--- config.mk ---
export PLATFORM = sky130hd
export DESIGN_NAME = cfg_frame_loader
export DESIGN_NICKNAME = d
export VERILOG_FILES = /design/src/rtl/cfg_frame_pkg.sv /design/src/rtl/cfg_seq_fsm.sv /design/src/rtl/cfg_frame_reg.sv /design/src/rtl/cfg_strobe_drv.sv /design/src/rtl/cfg_frame_loader.sv
export SDC_FILE = /design/constraint.sdc
export NUM_CORES = 1
export LEC_CHECK = 0
export BUFFER_PORTS_ARGS = -buffer_cell sky130_fd_sc_hd__buf_4
export CORE_MARGIN = 1
export CORE_UTILIZATION = 50
export DETAILED_ROUTE_END_ITERATION = 8
export GPL_TIMING_DRIVEN = 0
export HOLD_SLACK_MARGIN = 0.08
export PLACE_DENSITY_LB_ADDON = 0.12
export SYNTH_ARGS = -nofsm -noshare
export SYNTH_HDL_FRONTEND = slang
export SYNTH_SLANG_ARGS = --single-unit
--- constraint.sdc ---
create_clock -name clk -period 1.7 [get_ports clk]
set_input_delay 0.34 -clock clk [delete_from_list [all_inputs] [get_ports clk]]
set_output_delay 0.34 -clock clk [all_outputs]
set_load 0.1 [all_outputs]
--- src/rtl/cfg_frame_pkg.sv ---
package cfg_frame_pkg;
  localparam int WORD_W   = 32;
  localparam int COLSEL_W = 5;
  localparam int FRAME_W  = 20;
  localparam int COLSEL_LSB = 27;
  localparam int LIVE_BIT   = 20;

  typedef enum logic [1:0] {
    ST_SEEK = 2'd0,
    ST_HDR  = 2'd1,
    ST_LOAD = 2'd2
  } ldr_state_e;
endpackage

--- src/rtl/cfg_seq_fsm.sv ---
module cfg_seq_fsm
  import cfg_frame_pkg::*;
#(
  parameter int          N_ROWS   = 4,
  parameter logic [31:0] SYNC_PAT = 32'hA5C3_0F96,
  localparam int         IDX_W    = (N_ROWS > 1) ? $clog2(N_ROWS) : 1
) (
  input  logic             clk,
  input  logic             rst,
  input  logic             word_valid,
  input  logic [WORD_W-1:0] word_data,
  output logic             hdr_take,
  output logic             row_wr,
  output logic [IDX_W-1:0] row_idx,
  output logic             frame_done
);
  ldr_state_e state_q;
  logic [IDX_W-1:0] idx_q;
  logic live;

  assign live       = word_data[LIVE_BIT];
  assign hdr_take   = word_valid && (state_q == ST_HDR) && live;
  assign row_wr     = word_valid && (state_q == ST_LOAD);
  assign row_idx    = idx_q;
  assign frame_done = row_wr && (idx_q == IDX_W'(N_ROWS - 1));

  always_ff @(posedge clk) begin
    if (rst) begin
      state_q <= ST_SEEK;
      idx_q   <= '0;
    end else if (word_valid) begin
      case (state_q)
        ST_SEEK: if (word_data == SYNC_PAT) state_q <= ST_HDR;
        ST_HDR: begin
          idx_q   <= '0;
          state_q <= live ? ST_LOAD : ST_SEEK;
        end
        ST_LOAD: begin
          if (frame_done) begin
            idx_q   <= '0;
            state_q <= ST_HDR;
          end else begin
            idx_q <= idx_q + IDX_W'(1);
          end
        end
        default: state_q <= ST_SEEK;
      endcase
    end
  end
endmodule

--- src/rtl/cfg_frame_reg.sv ---
module cfg_frame_reg
  import cfg_frame_pkg::*;
#(
  parameter int  N_ROWS = 4,
  localparam int IDX_W  = (N_ROWS > 1) ? $clog2(N_ROWS) : 1
) (
  input  logic                     clk,
  input  logic                     rst,
  input  logic                     row_wr,
  input  logic [IDX_W-1:0]         row_idx,
  input  logic [WORD_W-1:0]        row_word,
  output logic [N_ROWS*WORD_W-1:0] row_bits
);
  for (genvar r = 0; r < N_ROWS; r++) begin : g_row
    logic [WORD_W-1:0] line_q;
    always_ff @(posedge clk) begin
      if (rst) line_q <= '0;
      else if (row_wr && (row_idx == IDX_W'(r))) line_q <= row_word;
    end
    assign row_bits[r*WORD_W +: WORD_W] = line_q;
  end
endmodule

--- src/rtl/cfg_strobe_drv.sv ---
module cfg_strobe_drv
  import cfg_frame_pkg::*;
#(
  parameter int N_COLS = 4
) (
  input  logic                      clk,
  input  logic                      rst,
  input  logic                      hdr_take,
  input  logic [COLSEL_W-1:0]       col_field,
  input  logic [FRAME_W-1:0]        frame_field,
  input  logic                      fire,
  output logic [N_COLS*FRAME_W-1:0] col_strobe
);
  logic [COLSEL_W-1:0] col_q;
  logic [FRAME_W-1:0]  frames_q;

  always_ff @(posedge clk) begin
    if (rst) begin
      col_q    <= '0;
      frames_q <= '0;
    end else if (hdr_take) begin
      col_q    <= col_field;
      frames_q <= frame_field;
    end
  end

  for (genvar c = 0; c < N_COLS; c++) begin : g_col
    logic [FRAME_W-1:0] stb_q;
    always_ff @(posedge clk) begin
      if (rst) stb_q <= '0;
      else if (fire && (col_q == COLSEL_W'(c))) stb_q <= frames_q;
      else stb_q <= '0;
    end
    assign col_strobe[c*FRAME_W +: FRAME_W] = stb_q;
  end
endmodule

--- src/rtl/cfg_frame_loader.sv ---
module cfg_frame_loader
  import cfg_frame_pkg::*;
#(
  parameter int          N_ROWS   = 4,
  parameter int          N_COLS   = 4,
  parameter logic [31:0] SYNC_PAT = 32'hA5C3_0F96,
  localparam int         IDX_W    = (N_ROWS > 1) ? $clog2(N_ROWS) : 1
) (
  input  logic                         clk,
  input  logic                         rst,
  input  logic                         word_valid,
  input  logic [31:0]                  word_data,
  output logic [N_ROWS*32-1:0]         row_bits,
  output logic [N_COLS*20-1:0]         col_strobe
);
  logic             hdr_take;
  logic             row_wr;
  logic [IDX_W-1:0] row_idx;
  logic             frame_done;

  cfg_seq_fsm #(.N_ROWS(N_ROWS), .SYNC_PAT(SYNC_PAT)) u_seq (
    .clk        (clk),
    .rst        (rst),
    .word_valid (word_valid),
    .word_data  (word_data),
    .hdr_take   (hdr_take),
    .row_wr     (row_wr),
    .row_idx    (row_idx),
    .frame_done (frame_done)
  );

  cfg_frame_reg #(.N_ROWS(N_ROWS)) u_rows (
    .clk      (clk),
    .rst      (rst),
    .row_wr   (row_wr),
    .row_idx  (row_idx),
    .row_word (word_data),
    .row_bits (row_bits)
  );

  cfg_strobe_drv #(.N_COLS(N_COLS)) u_stb (
    .clk         (clk),
    .rst         (rst),
    .hdr_take    (hdr_take),
    .col_field   (word_data[COLSEL_LSB +: COLSEL_W]),
    .frame_field (word_data[FRAME_W-1:0]),
    .fire        (frame_done),
    .col_strobe  (col_strobe)
  );
endmodule

Word level (Yosys, flattened, before mapping)
Cells that the tools add are included.
- flip-flop bits (word level): 237
- bits of input ports: 35
- output and inout bits: 208
- logic and storage cells: 55
- add/subtract/negate cells: 1
- equal/unequal tests: 11
- muxes and demuxes: 6
- bitwise gates (word level): 4
- reductions and logical operators: 21
- operators by type and width (operator ; count):
    $eq 32x32->1 const B ; 1
    $logic_and 1x1->1 ; 11
    $eq 5x2->1 const B ; 2
    $mux 2 ; 4
    $reduce_or 2->1 ; 4
    $eq 2x2->1 const B ; 3
    $pmux 2 s3 ; 1
    $eq 5x1->1 const B ; 1
    $logic_not 5->1 ; 1
    $eq 2x1->1 const B ; 2
    $logic_not 2->1 ; 2
    $ne 2x1->1 const B ; 2
    $not 1->1 ; 4
    $pmux 2 s2 ; 1
    $reduce_and 3->1 ; 1
    $add 2x1->2 const B ; 1
    $reduce_and 2->1 ; 1
    $reduce_bool 2->1 ; 1

Depth between registers and ports, before layout
Gate-level depths: netlist of run 1.
- word-level depth: 6
- depth in mapped cells: 8
- depth with buffers taken out: 6

Cells and area by module
From an unflattened synthesis of run 1, not the netlist that was laid out.
- cell total of the unflattened synthesis: 801
- area, all modules: 8780.9 um2
- modules (own cells, without submodules) (module ; times used ; cells an instance ; area an instance (um2) ; sequential area each (um2)):
    cfg_frame_reg ; 1 ; 454 ; 5063.6 ; 2562.5
    cfg_strobe_drv ; 1 ; 302 ; 3321.9 ; 2102.0
    cfg_seq_fsm ; 1 ; 45 ; 395.4 ; 80.1

Worst setup path after synthesis of run 1
No wires, ideal clock.
- path kind: register to register
- start point: register u_seq.state_q[0]
- end point: register u_rows.g_row[2].line_q[10]
- setup time: 0.070 ns
- arrival time: 1.417 ns
- data required time: 1.630 ns
- slack: 0.212 ns
- stages on the path, launching flop included: 8
- buffers on the path: 2
- clock period less this slack: 1.488 ns
- cells stage by stage: dfxtp_1 inv_1 ha_1 buf_2 nand3_1 clkbuf_1 nand2_1 a21oi_1
- cells in the longest elaborated chain, start to end: 3
- ends and longest elaborated chain (element ; line ; RTL):
    from (decl) ; cfg_seq_fsm.sv:17 ; ldr_state_e state_q;
    from (signal assigned) ; cfg_seq_fsm.sv:36 ; state_q <= live ? ST_LOAD : ST_SEEK;
    $eq 2x2->1 ; cfg_seq_fsm.sv:23 ; assign row_wr = word_valid && (state_q == ST_LOAD);
    $logic_and 1x1->1 ; cfg_seq_fsm.sv:23 ;
    $logic_and 1x1->1 ; cfg_frame_reg.sv:18 ; else if (row_wr && (row_idx == IDX_W'(r))) line_q <= row_word;
    to (signal assigned) ; cfg_frame_reg.sv:18 ;
    to (decl) ; cfg_frame_reg.sv:15 ; logic [WORD_W-1:0] line_q;
No other way between the ends.
A chain may end at the register's enable or synchronous reset.

Worst setup path in the final report of run 1
- start point: register u_seq.state_q[0]
- end point: register u_stb.g_col[1].stb_q[4]
- cells in the longest elaborated chain, start to end: 6
- ends and longest elaborated chain (element ; line ; RTL):
    $eq 2x2->1 ; cfg_seq_fsm.sv:23 ;
    $logic_and 1x1->1 ; cfg_seq_fsm.sv:23 ;
    $logic_and 1x1->1 ; cfg_seq_fsm.sv:25 ; assign frame_done = row_wr && (idx_q == IDX_W'(N_ROWS - 1));
    $logic_and 1x1->1 ; cfg_strobe_drv.sv:31 ; else if (fire && (col_q == COLSEL_W'(c))) stb_q <= frames_q;
    $not 1->1 (no source line) ; - ;
    $reduce_or 2->1 (no source line) ; - ;
    to (signal assigned) ; cfg_strobe_drv.sv:31 ;
    to (decl) ; cfg_strobe_drv.sv:28 ; logic [FRAME_W-1:0] stb_q;
No other way between the ends.

==> metrics.md, run 1 <==
| Metric | Value |
|---|---|
| Vias in the first global route | `6,211` |
| Max_cap viols | `0` |
| Cell taking the most area after synthesis | `dfxtp_1` |
| Crit path required time | `2140 ps` |
| Vias | `6,896` |
| 1st-iter DRT viols | `255` |
| Syn Nets | `944` |
| Fin crit share | `0.975` |
| Worst Tran Pin Value | `646 ps` |
| CTS hold repair buffers | `0` |
| Sequential cell area | `4750 um^2` |
| Commonest non-fill, non-tap cells in the layout | `nand2_1 (310), buf_4 (255), dfxtp_1 (233), a21oi_1 (156), and2_1 (80)` |
| Fin crit period | `1660 ps` |
| Ant diodes | `0` |
| Die width | `128 um` |
| Fmax | `0.603 GHz` |
| Fillers | `1,279` |
| Most common cell after layout, fill and taps aside | `nand2_1` |
| Library cells used by synthesis | `28` |
| Rows | `45` |
| Max clock buf depth | `3` |
| DRC errors left | `0` |
| CTS H-Tree Depth | `1` |
| Core Box Area | `15,300 um^2` |
| Root buffer cell | `clkbuf_16` |
| Post-route ant nets | `0` |
| Synth Cell Area | `7900 um^2` |
| Starting utilization of the core area | `0.516` |
| Max Transition Viols Final | `0` |
| Status | `finished, final reports clean` |
| Mapped Cells | `901` |
| Synth top area cells | `dfxtp_1 (60%), nand2_1 (15%), a21oi_1 (9.9%)` |
| Nets@finish | `1,215` |
| Die area | `16,300 um^2` |
| Final WL | `21,500 um` |
| Post-synth top area share | `0.600` |
| Critical Path Fanout Max | `5` |
| Multi-input gate area | `2900 um^2` |
| Area grow syn2layout | `38.0%` |
| Largest net degree at the start of global routing | `15` |
| Num Clock Sinks | `237` |
| Hold slack | `116 ps` |
| CTS Buf Count | `24` |
| Routability congestion estimate | `0.831` |
| Post-Route Setup TNS | `0 ps` |
| Final Setup Violations | `0` |
| Layout cells sized above 1 | `0.285` |
| Layout Skew | `9.90 ps` |
| Sequential area share after synthesis | `0.600` |
| Pre-antenna DRT Iters | `5` |
| Slew Limit Headroom | `0.569` |
| First-pass GRT wire length | `32,500 um` |
| Clock Latency Late Sink | `510 ps` |
| Total power | `10.8 mW` |
| Leak | `4.49 nW` |
| CTS tree | `built` |
| Final Hold Viols | `0` |
| Arrival time at the worst endpoint | `2100 ps` |
| Die height | `128 um` |
| Class of the worst hold path | `in2reg` |
| Setup crit start kind | `flop` |
| Number of synthesis warnings | `0` |
| Total Routing Usage GR | `0.253` |
| VDD IR-drop max | `0.651 mV` |
| IO Pins | `243` |
| DR WL/cell | `15.4 um` |
| PD cells | `991 nW/um^2` |
| Setup crit end kind | `flop` |
| Total grt overflow | `0` |
| Clock-pin slew on the worst setup and hold paths | `60 ps` |
| Initial antenna violation count | `0` |
| # port buffers | `241` |
| Flops & latches, synth | `237` |
| Mean Syn Cell Area | `8.77 um^2` |
| WS Path Type | `reg2reg` |
| DP HPWL | `15,000 um` |
| Via density | `4.94` |
## stage by stage
stage	setup WS [ps]	area, um^2	util	instances
final	42.1	10900	0.712	1397
after global routing	-10.3	10900	0.712	1397
after CTS	-4.67	10700	0.702	1392
after detailed placement	-122	9970	0.651	1353
after global placement	-111	9970	0.651	1353
after floorplan	212	7900	-	901
## logic make-up (layout without fill, tap and decap cells)
family,Yosys count,count (layout),synth area share
AO/OA/AOI/OAI,163,163,0.105
flip-flops,237,237,0.600
AND/OR/NAND/NOR,427,427,0.242
buffers and inverters,66,351,0.0394
adder cells (fa/ha/maj),8,8,0.0127
## registers in the layout, indices dropped and copies added (netlist names)
signal	count
u_seq.row_idx	2
u_stb.col_q	5
u_seq.state_q	2
u_stb.frames_q	20
u_stb.g_col.stb_q	80
u_rows.g_row.line_q	128
## metal layers
metal	routed length, um	global-route usage	part of all wire
met1	9120	0.324	0.42
met5	0	0	0
met2	10100	0.420	0.47
met4	714	0.0969	0.033
met3	1610	0.0522	0.075
## power by group
| part | switching [mW] | internal, mW |
|---|---|---|
| clock network | 2.05 | 2.96 |
| registers | 0.000000475 | 5.55 |
| logic | 0.177 | 0.0742 |
| total | 2.22 | 8.58 |
## worst paths after layout
kind | depth (start not counted) | to | startpoint | slack, ps
worst max-delay path | 8 | u_stb.g_col[1].stb_q[4]$_SDFF_PP0_ | u_seq.state_q[0]$_SDFFE_PP0P_ | 40
worst max register to register | 8 | u_stb.g_col[1].stb_q[4]$_SDFF_PP0_ | u_seq.state_q[0]$_SDFFE_PP0P_ | 40
worst min register to register | 2 | u_rows.g_row[0].line_q[11]$_SDFFE_PP0P_ | u_rows.g_row[0].line_q[11]$_SDFFE_PP0P_ | 450
worst min-delay path | 3 | u_rows.g_row[3].line_q[22]$_SDFFE_PP0P_ | word_data[22] | 120
## cell type report
type                       count  area share
sequential                   237       0.436
multi-input combinational    598       0.266
timing repair buffer         246       0.170
clock buffer                  34      0.0632
buffer                        60      0.0327
tap                          211      0.0242
clock inverter                 6     0.00551
inverter                       5     0.00195
## Yosys cell counts
cell type / count
nor4_2: 1
a21oi_1: 156
nor3_1: 3
nor3_2: 2
o22ai_1: 1
clkbuf_1: 24
nand4_1: 3
dfxtp_1: 237
ha_1: 8
and3_1: 5
nor4b_1: 2
and4b_1: 2
nand2_1: 311
nor3b_1: 1
and2_1: 80
a211oi_1: 1
o2111a_1: 1
o22a_1: 1
buf_4: 7
inv_1: 5
nor2_1: 5
buf_2: 30
nand2b_1: 1
a31oi_1: 2
nor4bb_1: 4
nand3b_1: 1
o21ai_0: 1
nand3_1: 6
## critical path: stages, from the launching register on
cell,delay (ps)
dfxtp_4,360
inv_4,70
ha_4,140
and3_4,170
buf_6,110
nand2_2,80
nor3_4,360
buf_6,170
and2_1,130
## timing repair
action | CTS | global route
resized for setup | 11 | 47
buffers inserted | 0 | 3
setup endpoints to repair | 88 | 198
gates cloned | 0 | 2
endpoints found under the hold margin | 0 | 0
pin swaps | 0 | 1
(Power assumes the default switching activity.)
==> inputs of run 2 (changes only) <==
Clock period 1.7 ns to 1.9 ns, I/O delays scaled along.
==> run 2 against run 1 <==
Combinational power shrank 12%. Wire length shrank 1.7%. Largest power group unchanged. Utilization shrank 1.2 points. Critical path depth shrank 1.
==> metrics.md, run 2 (synthesis results as in run 1) <==
| Metric | Value |
|---|---|
| Max_cap viols | `0` |
| DP HPWL | `15,000 um` |
| Final Setup Violations | `0` |
| Vias | `6,848` |
| Commonest non-fill, non-tap cells in the layout | `nand2_1 (311), buf_4 (248), dfxtp_1 (237), a21oi_1 (156), and2_1 (80)` |
| Num Clock Sinks | `237` |
| CTS Buf Count | `24` |
| Fmax | `0.552 GHz` |
| Die area | `16,300 um^2` |
| WP buf/inv | `3` |
| Leak | `4.45 nW` |
| Critical Path Fanout Max | `10` |
| Class of the worst hold path | `in2reg` |
| Largest Register | `u_rows.g_row.line_q` |
| Core Box Area | `15,300 um^2` |
| DRC errors left | `0` |
| Largest register FFs | `128` |
| Post-route ant nets | `0` |
| Area grow syn2layout | `35.8%` |
| Clock-pin slew on the worst setup and hold paths | `60 ps` |
| IO Pins | `243` |
| Pre-antenna DRT Iters | `5` |
| Fin crit period | `1810 ps` |
| # port buffers | `241` |
| Top Registers | `u_rows.g_row.line_q: 128 flops, u_stb.g_col.stb_q: 80 flops, u_stb.frames_q: 20 flops` |
| DR WL/cell | `15.2 um` |
| Layout cells sized above 1 | `0.269` |
| CP max-delay cell | `dfxtp_1` |
| Fin crit share | `0.953` |
| CTS tree | `built` |
| First-pass GRT wire length | `32,500 um` |
| CTS hold repair buffers | `0` |
| Total grt overflow | `0` |
| Final Hold Viols | `0` |
| Hold Path Origin | `word_data[22]` |
| RSZ-0062 raised after global routing | `false` |
| Ant diodes | `0` |
| Final WL | `21,100 um` |
| Setup crit start kind | `flop` |
| Total Routing Usage GR | `0.252` |
| Post-Route Setup TNS | `0 ps` |
| Largest net degree at the start of global routing | `15` |
| Slowest Stage Delay on Critical Path | `390 ps` |
| Worst Tran Pin Value | `623 ps` |
| Routability congestion estimate | `0.831` |
| Die height | `128 um` |
| Layout Skew | `13.1 ps` |
| CTS H-Tree Depth | `1` |
| Setup crit end kind | `flop` |
| Reg2reg start | `u_seq.state_q[0]$_SDFFE_PP0P_` |
| PD cells | `901 nW/um^2` |
| Status | `finished, final reports clean` |
| Layout Utilization | `0.700` |
| Chain of cells forming the critical path | `inv_1, ha_1, buf_2, nand3_1, buf_2, nand2_1, a21oi_1` |
| Most common cell after layout, fill and taps aside | `nand2_1` |
| Beginning of the critical path | `u_seq.state_q[0]$_SDFFE_PP0P_` |
| Arrival time at the worst endpoint | `2240 ps` |
| Slew Limit Headroom | `0.584` |
| Initial antenna violation count | `0` |
| Max Transition Viols Final | `0` |
| Root buffer cell | `clkbuf_16` |
| CP most frequent cell | `buf_2` |
| Via density | `4.92` |
| WS Path Type | `reg2reg` |
| Clock Latency Late Sink | `510 ps` |
| Critical path's top delay family | `buffers and inverters` |
| Starting utilization of the core area | `0.516` |
| Nets@finish | `1,210` |
| Rows | `45` |
| Die width | `128 um` |
| VDD IR-drop max | `0.582 mV` |
| Vias in the first global route | `6,192` |
| Crit path required time | `2330 ps` |
| Max clock buf depth | `3` |
| 1st-iter DRT viols | `287` |
-- run 2: worst paths after layout --
check	end	slack, ps	cells past startpoint
worst max-delay path	u_rows.g_row[3].line_q[13]$_SDFFE_PP0P_	90	7
worst min-delay path	u_rows.g_row[3].line_q[22]$_SDFFE_PP0P_	150	3
worst max register to register	u_rows.g_row[3].line_q[13]$_SDFFE_PP0P_	90	7
worst min register to register	u_rows.g_row[3].line_q[0]$_SDFFE_PP0P_	450	2
-- run 2: area by class of cell --
cell class / count / area, um^2
Fill cell: 1299 / 4590
Tap cell: 211 / 264
Sequential cell: 237 / 4740
Multi-Input combinational cell: 598 / 2850
Clock buffer: 34 / 689
Inverter: 5 / 18.8
Clock inverter: 6 / 60.1
Buffer: 60 / 295
Timing Repair Buffer: 241 / 1810
-- run 2: repair_timing --
item	4_1_cts	5_1_grt
buffers inserted	0	0
gates resized for setup	0	7
setup endpoints to repair	0	31
hold endpoints to repair	0	0
-- run 2: report_power, final --
part / internal [mW] / switching [mW]
clock network: 2.65 / 1.83
registers: 4.97 / 0.000000397
logic: 0.0664 / 0.156
-- run 2: routing by layer --
metal	wire length [um]	part of all wire	global-route usage	vias up
met5	0	0	0	-
met4	603	0.029	0.0858	0
met3	1500	0.071	0.0513	39
met2	9920	0.47	0.424	242
met1	9110	0.43	0.325	3143
li1	-	-	-	3424
-- run 2: worst register-to-register path, stage by stage (launching register included) --
cell,delay (ps)
dfxtp_1,390
inv_1,100
ha_1,230
buf_2,180
nand3_1,330
buf_2,300
nand2_1,70
a21oi_1,140
-- run 2: stage by stage --
step | power (mW) | cells | hold WS [ps] | worst slack (ps) | area [um^2]
after floorplan | 5.14 | 901 | 447 | 412 | 7900
after global placement | 5.30 | 1353 | 441 | 88.5 | 9970
after detailed placement | 5.30 | 1353 | 447 | 77.6 | 9970
after CTS | 9.75 | 1393 | 136 | 12.9 | 10700
after global routing | 9.97 | 1392 | 148 | 9.69 | 10700
final | 9.67 | 1392 | 151 | 89.0 | 10700
